<file path="config.mk">
export PLATFORM = sky130hd
export DESIGN_NAME = compunit_ctrl
export DESIGN_NICKNAME = d
export VERILOG_FILES = /design/src/rtl/cu_pkg.sv /design/src/rtl/cu_src_slot.sv /design/src/rtl/cu_dst_slot.sv /design/src/rtl/cu_seq.sv /design/src/rtl/compunit_ctrl.sv
export SDC_FILE = /design/constraint.sdc
export NUM_CORES = 1
export LEC_CHECK = 0
export BUFFER_PORTS_ARGS = -buffer_cell sky130_fd_sc_hd__buf_2
export CELL_PAD_IN_SITES_DETAIL_PLACEMENT = 1
export CELL_PAD_IN_SITES_GLOBAL_PLACEMENT = 1
export CORE_MARGIN = 4
export CORE_UTILIZATION = 28
export CTS_BUF_LIST = sky130_fd_sc_hd__clkbuf_16
export DETAILED_ROUTE_END_ITERATION = 8
export MAX_ROUTING_LAYER = met4
export PLACE_DENSITY = 0.8
export SETUP_SLACK_MARGIN = 0.05
export SYNTH_ARGS = -nofsm -noshare
export SYNTH_HDL_FRONTEND = slang
export SYNTH_SLANG_ARGS = --single-unit
</file>
<file path="constraint.sdc">
create_clock -name clk -period 4.27 [get_ports clk]
set_clock_uncertainty 0.2 [all_clocks]
set_input_delay 0.854 -clock clk [delete_from_list [all_inputs] [get_ports clk]]
set_output_delay 0.854 -clock clk [all_outputs]
set_load 0.005 [all_outputs]
</file>
<file path="src/rtl/cu_pkg.sv">
package cu_pkg;

    typedef struct packed {
        logic busy;
        logic done;
        logic die;
        logic disp_pend;
        logic alu_sent;
        logic wr_phase;
    } cu_state_t;

    // Whether source idx needs a register read for this operation
    function automatic logic src_needed(input int idx, input bit has_zero,
                                        input bit has_imm, input logic zsel,
                                        input logic isel);
        logic n;
        n = 1'b1;
        if (idx == 0 && has_zero && zsel) n = 1'b0;
        if (idx == 1 && has_imm && isel) n = 1'b0;
        return n;
    endfunction

    // Value a source holds at issue time (meaningful only when not read)
    function automatic logic [63:0] src_seed(input int idx, input bit has_imm,
                                             input logic isel,
                                             input logic [63:0] imm);
        logic [63:0] v;
        v = '0;
        if (idx == 1 && has_imm && isel) v = imm;
        return v;
    endfunction

endpackage

</file>
<file path="src/rtl/cu_src_slot.sv">
module cu_src_slot #(
    parameter int DW = 16
) (
    input  logic          clk,
    input  logic          rst,
    input  logic          load,
    input  logic          need,
    input  logic [DW-1:0] seed,
    input  logic          clear,
    input  logic          grant,
    input  logic [DW-1:0] data,
    output logic          req,
    output logic [DW-1:0] val
);
    always_ff @(posedge clk) begin
        if (rst) begin
            req <= 1'b0;
            val <= '0;
        end else if (load) begin
            req <= need;
            val <= seed;
        end else if (clear) begin
            req <= 1'b0;
        end else if (req && grant) begin
            req <= 1'b0;
            val <= data;
        end
    end
endmodule

</file>
<file path="src/rtl/cu_dst_slot.sv">
module cu_dst_slot #(
    parameter int DW = 16
) (
    input  logic          clk,
    input  logic          rst,
    input  logic          load,
    input  logic [DW-1:0] res,
    input  logic          clear,
    input  logic          fire,
    output logic          req,
    output logic [DW-1:0] val
);
    always_ff @(posedge clk) begin
        if (rst) begin
            req <= 1'b0;
            val <= '0;
        end else if (load) begin
            req <= 1'b1;
            val <= res;
        end else if (clear || fire) begin
            req <= 1'b0;
        end
    end
endmodule

</file>
<file path="src/rtl/cu_seq.sv">
module cu_seq
    import cu_pkg::*;
(
    input  logic clk,
    input  logic rst,
    input  logic issue,
    input  logic reads_clear,
    input  logic alu_ack,
    input  logic res_valid,
    input  logic wr_last,
    input  logic kill,
    output logic accept,
    output logic alu_req,
    output logic capture,
    output logic kill_now,
    output cu_state_t st
);
    assign accept   = issue && !st.done;
    assign kill_now = kill && st.busy && !st.die;
    assign alu_req  = st.busy && !st.die && st.disp_pend && reads_clear;
    assign capture  = st.alu_sent && res_valid && !st.die && !kill;

    always_ff @(posedge clk) begin
        if (rst) begin
            st <= '0;
        end else begin
            st.done <= accept || st.busy;
            st.die  <= kill_now;

            if (accept)                      st.busy <= 1'b1;
            else if (st.die)                 st.busy <= 1'b0;
            else if (kill_now)               st.busy <= 1'b1;
            else if (st.wr_phase && wr_last) st.busy <= 1'b0;

            if (accept)                      st.disp_pend <= 1'b1;
            else if (kill_now || st.die)     st.disp_pend <= 1'b0;
            else if (alu_req && alu_ack)     st.disp_pend <= 1'b0;

            if (kill_now || st.die || capture) st.alu_sent <= 1'b0;
            else if (alu_req && alu_ack)       st.alu_sent <= 1'b1;

            if (kill_now || st.die || wr_last) st.wr_phase <= 1'b0;
            else if (capture)                  st.wr_phase <= 1'b1;
        end
    end
endmodule

</file>
<file path="src/rtl/compunit_ctrl.sv">
module compunit_ctrl
    import cu_pkg::*;
#(
    parameter int NSRC       = 3,
    parameter int NDST       = 2,
    parameter int DW         = 16,
    parameter bit HAS_ZERO_A = 1'b1,
    parameter bit HAS_IMM    = 1'b1
) (
    input  logic               clk,
    input  logic               rst,
    input  logic               issue_i,
    input  logic               zero_a_i,
    input  logic               imm_sel_i,
    input  logic [DW-1:0]      imm_i,
    output logic [NSRC-1:0]    rd_req_o,
    input  logic [NSRC-1:0]    rd_grant_i,
    input  logic [NSRC*DW-1:0] rd_data_i,
    output logic               alu_req_o,
    input  logic               alu_ack_i,
    output logic [NSRC*DW-1:0] alu_op_o,
    input  logic               alu_res_valid_i,
    input  logic [NDST*DW-1:0] alu_res_i,
    output logic [NDST-1:0]    wr_req_o,
    input  logic [NDST-1:0]    wr_grant_i,
    input  logic               shadow_n_i,
    input  logic               kill_i,
    output logic [NDST*DW-1:0] data_o,
    output logic               busy_o,
    output logic               done_o
);
    localparam int SW = NSRC * DW;
    localparam int RW = NDST * DW;

    cu_state_t        st;
    logic             accept, capture, kill_now, wr_last;
    logic [NDST-1:0]  wr_fire;
    logic [63:0]      imm_wide;

    assign imm_wide = 64'(imm_i);

    for (genvar i = 0; i < NSRC; i++) begin : g_src
        logic [63:0] seed_w;
        assign seed_w = src_seed(i, HAS_IMM, imm_sel_i, imm_wide);
        cu_src_slot #(.DW(DW)) u_src (
            .clk   (clk),
            .rst   (rst),
            .load  (accept),
            .need  (src_needed(i, HAS_ZERO_A, HAS_IMM, zero_a_i, imm_sel_i)),
            .seed  (seed_w[DW-1:0]),
            .clear (kill_now),
            .grant (rd_grant_i[i]),
            .data  (rd_data_i[i*DW +: DW]),
            .req   (rd_req_o[i]),
            .val   (alu_op_o[i*DW +: DW])
        );
    end

    assign wr_fire = wr_req_o & wr_grant_i & {NDST{shadow_n_i && !st.die}};
    assign wr_last = st.wr_phase && ((wr_req_o & ~wr_fire) == '0);

    for (genvar j = 0; j < NDST; j++) begin : g_dst
        cu_dst_slot #(.DW(DW)) u_dst (
            .clk   (clk),
            .rst   (rst),
            .load  (capture),
            .res   (alu_res_i[j*DW +: DW]),
            .clear (kill_now),
            .fire  (wr_fire[j]),
            .req   (wr_req_o[j]),
            .val   (data_o[j*DW +: DW])
        );
    end

    cu_seq u_seq (
        .clk         (clk),
        .rst         (rst),
        .issue       (issue_i),
        .reads_clear (rd_req_o == '0),
        .alu_ack     (alu_ack_i),
        .res_valid   (alu_res_valid_i),
        .wr_last     (wr_last),
        .kill        (kill_i),
        .accept      (accept),
        .alu_req     (alu_req_o),
        .capture     (capture),
        .kill_now    (kill_now),
        .st          (st)
    );

    assign busy_o = st.busy;
    assign done_o = st.done;

    if (SW < 1 || RW < 1) begin : g_bad
        initial $error("compunit_ctrl: bad width parameters");
    end
endmodule

</file>
# After elaboration in Yosys (flattened, before gate mapping)

Cells that the tools add are included.

Bits in registers: 91
Logic and storage cells: 89

Eq/ne operators: 1
Multiplexer cells: 26
Bitwise logic cells: 5
Reductions and logical operators: 41

Operator list:

| kind               | count |
|---|---|
| $mux 16            | 4 |
| $mux 1             | 22 |
| $logic_and 1x1->1  | 16 |
| $reduce_bool 3->1  | 4 |
| $and 2x2->2        | 3 |
| $logic_or 1x1->1   | 6 |
| $reduce_and 2->1   | 3 |
| $reduce_bool 2->1  | 3 |
| $reduce_or 2->1    | 3 |
| $reduce_bool 4->1  | 1 |
| $logic_not 1->1    | 3 |
| $logic_not 3->1    | 1 |
| $logic_not 2->1    | 1 |
| $ne 2x1->1 const B | 1 |
| $not 2->2          | 1 |
| $not 1->1          | 1 |

# Longest topological paths before layout

Depth after elaboration: 12
Gate-level depth with buffers: 5
Gate-level depth less buffers: 3

# Modules after synthesis

A second synthesis with hierarchy kept.

Cells, all modules: 456
Area, all modules: 4,942.2 µm²

By module, submodules not included:

| module        | instances | cells each | area each (µm²) | seq. area each (µm²) |
|---|---|---|---|---|
| cu_src_slot   | 3         | 96         | 1,091.0         | 340.3 |
| cu_dst_slot   | 2         | 56         | 619.3           | 340.3 |
| cu_seq        | 1         | 27         | 250.2           | 120.1 |
| compunit_ctrl | 1         | 29         | 180.2           | 0.0 |

# Worst setup path before layout

No wires, ideal clock.

Path type: flip-flop to output port
Start: register u_seq.st[5] (netlist name)
End: output port alu_req_o
Arrival time: 923 ps
Required time: 3,216 ps
Slack: 2,293 ps
Cell stages (with the launch flop): 3
Path buffers: 0
Cell sequence: dfxtp_1 > or2b_1 > nor4_1

Cells in the longest elaborated chain, start to end: 3

Ends and longest elaborated chain:

| what                           | RTL line            | source |
|---|---|---|
| $logic_and 1x1->1 (3 in a row) | cu_seq.sv:20        | `assign alu_req = st.busy && !st.die && st.disp_pend && reads_clear;` |
| to (decl)                      | compunit_ctrl.sv:19 | `output logic alu_req_o,` |

No other way between the ends.

# Worst setup path after layout

Start: register u_seq.st[5] (netlist name)
End: output port alu_req_o

Cells in the longest elaborated chain, start to end: 3

Ends and longest elaborated chain:

| what                           | RTL line |
|---|---|
| $logic_and 1x1->1 (3 in a row) | cu_seq.sv:20 |

No other way between the ends.

==> impl_metrics.yaml <==
run_status:
  status: "finished, final reports clean"
global_route:
  track_usage_pct: 16.4
  met2_usage_pct: 26.9
  grt_pass1_vias: 3994
  met3_usage_pct: 3.23
  grt_max_degree: 59
  grt_pass1_wl_um: 19200
  antenna_found_initial: 1
  use_met1_pct: 20.1
  busiest_layer: "met2"
  grt.overflow.total: 0
setup_path:
  r2r_cells: 4
  critPathLaunchType: "register"
  cp_slowest_cell: "dfxtp_1"
  max_stage_delay_ns: 0.47
  cp_cell_sequence: "or2b_1 -> nor4_1 -> buf_2"
  critPathRequiredTime_ns: 3.22
  cp-startpoint: "u_seq.st[5]"
  r2r_setup_slack_ns: 2.08
  cp.arrival_ns: 1.45
  cp-end-kind: "primary output"
  r2r-start: "u_seq.st[4]"
  path_max_fanout: 6
  criticalPathCategory: "register to primary output"
  timing.rr.end: "g_src[2].u_src.val[2]"
  critPathCapture: "alu_req_o"
sta:
  setup_violations: 0
  tightest_slew_ns: 1.15
  min_period_ns: 2.50
  fin_setup_tns_ns: 0
  max_freq_mhz: 400
  grt_setup_unrepaired: "no"
  fin_crit_sh_pct: 58.5
  hold_ws_ns: 0.253
  slew_headroom_pct: 23.2
  final_hold_viol_count: 0
  finalMaxSlewViolations: 0
cts:
  clock_sinks: 91
  cts_setup_buffers: 0
  hold_buffers: 0
  cts_resized: 0
  clk_pin_slew_ns: 0.07
  clockBufferDepth: 2
  cts_buffers: 9
  ctsHtreeMaxLevel: 3
  clkLatencyLatePin_ns: 0.33
  root_buffer: "clkbuf_16"
  cts_tree: "done"
synth:
  ys_ff_latch: 91
  yosys.area.top_type_share_pct: 49.7
  syn_nets: 549
  ys_types: 33
  synth_common_cells: "dfxtp_1 (91), a21oi_1 (87), nand2_1 (68)"
  ys.flop_type: "dfxtp_1"
  ys_async_sr_fraction_pct: 0
  synth_most_common_cell: "dfxtp_1"
  syn_inst: 439
  ys_seq_area_share_pct: 49.7
  synth-edff-count: 0
  syn_area_um2: 3660
  syn_area_per_cell_um2: 8.34
  synth_top_area_cell: "dfxtp_1"
  synthTopCellsByArea: "dfxtp_1 (50%), a21oi_1 (12%), nand2_1 (7.0%)"
  ys_warn_count: 0
routing:
  drt_wl_total_um: 12100
  drt_iter0_markers: 239
  post_drt_wl_per_cell_um: 15.6
  final_antenna_net_count: 0
  dr_total_vias: 3857
  drc: 0
  first_pass_iters: 4
  viasPerCell: 4.95
placement:
  hpwl_um: 8770
  place.gp.congestion: 0.741
  numPortBuffers: 197
pwr:
  powerDensity_nw_per_um2: 375
  power.internal_uw: 1400
  p_comb_share_pct: 9.8
  p_sw_uw: 438
  ir_worst_vdd_uv: 148
  clockPowerShare_pct: 41.8
  p_leak_uw: 0.00210
  p_seq_share_pct: 48.4
  p_sw_share_pct: 23.8
cells_and_area:
  num-fill-cells: 1627
  nets: 712
  syn_to_final_growth_pct: 33.7
  final_layout_size_suffix_gt1_share_pct: 36.0
die:
  dieArea_um2: 15000
  die_height_um: 122
  start_util_pct: 28.8
  core_area_um2: 12700
  ios: 198
  rows: 41
  die_w_um: 122
worst_hold_path:
  hold_path_class: "register to register"
flow_run:
  maxCapViolations: 0
-- state kept, by name, indices dropped and copies added, names as in the netlist --
signal	cells
g_src.u_src.val	48
g_dst.u_dst.val	32
u_seq.st	6
g_src.u_src.req	3
g_dst.u_dst.req	2
-- worst min path at each step --
| stage | endpoint | cells after the start | start | slack [ns] |
|---|---|---|---|---|
| after floorplan | u_seq.st[0] | 1 | u_seq.st[0] | 0.21 |
| after global placement | u_seq.st[0] | 1 | u_seq.st[0] | 0.23 |
| after detailed placement | u_seq.st[0] | 1 | u_seq.st[0] | 0.24 |
| after CTS | u_seq.st[0] | 1 | u_seq.st[0] | 0.25 |
| after global routing | g_dst[1].u_dst.val[8] | 2 | g_dst[1].u_dst.val[8] | 0.28 |
| final | u_seq.st[0] | 1 | u_seq.st[0] | 0.25 |
-- power groups by stage --
| stage | Clock, uW | Combinational (uW) | Sequential (uW) |
|---|---|---|---|
| floorplan | 0 | 93.3 | 905 |
| global placement | 0 | 176 | 906 |
| detailed placement | 0 | 182 | 907 |
| CTS | 798 | 182 | 888 |
| global route | 840 | 202 | 891 |
| finish | 768 | 180 | 888 |
-- layout by cell type, fill, tap and decap left out, types with 3 or more instances in the layout --
| cell type | count |
|---|---|
| a21oi_1 | 87 |
| a311oi_1 | 16 |
| and2_1 | 3 |
| buf_2 | 197 |
| buf_4 | 3 |
| clkbuf_16 | 9 |
| dfxtp_1 | 91 |
| inv_1 | 4 |
| nand2_1 | 68 |
| nand2b_1 | 3 |
| nand3_1 | 50 |
| nand3b_1 | 3 |
| o21ai_0 | 30 |
| o21ai_1 | 19 |
-- final cells by class --
class | count | area, um2 | share of cell area [%]
clock buffer | 9 | 225 | 4.60
timing repair buffer | 200 | 1010 | 20.6
clock inverter | 6 | 58.8 | 1.20
antenna | 1 | 2.50 | 0.0511
sequential | 91 | 1820 | 37.2
inverter | 2 | 7.51 | 0.153
multi-input combinational | 298 | 1560 | 31.8
tap | 172 | 215 | 4.40
-- stage by stage --
stage | util, % | total power [uW] | setup slack (ns) | instance area [um2] | instances
floorplan | - | 999 | 2.29 | 3660 | 439
global placement | 36.2 | 1080 | 1.63 | 4610 | 763
detailed placement | 36.2 | 1090 | 1.47 | 4610 | 763
CTS | 38.5 | 1870 | 1.72 | 4890 | 778
global route | 38.5 | 1930 | 1.63 | 4890 | 779
finish | 38.5 | 1840 | 1.77 | 4890 | 779
-- layer usage --
layer	wire, um	up-vias
li1	-	1875
met1	5150	1820
met2	5950	140
met3	787	22
met4	255	0
met5	0	-
-- cell families (layout without fill, tap and decap cells) --
| kind of cell | Yosys count | count (layout) | synth area share, % |
|---|---|---|---|
| flops | 91 | 91 | 49.7 |
| buf+inv | 50 | 217 | 7.79 |
| simple gates | 141 | 141 | 19.0 |
| compound gates | 157 | 157 | 23.5 |
| other cells | 0 | 1 | 0 |
-- critical path: cells and delay by family (launching register included) --
family / cells / cell delay (ns)
AND/OR/NAND/NOR: 2 / 0.47
buffers and inverters: 1 / 0.17
flip-flops: 1 / 0.47
Note: power is estimated with default switching activity, not from simulation.
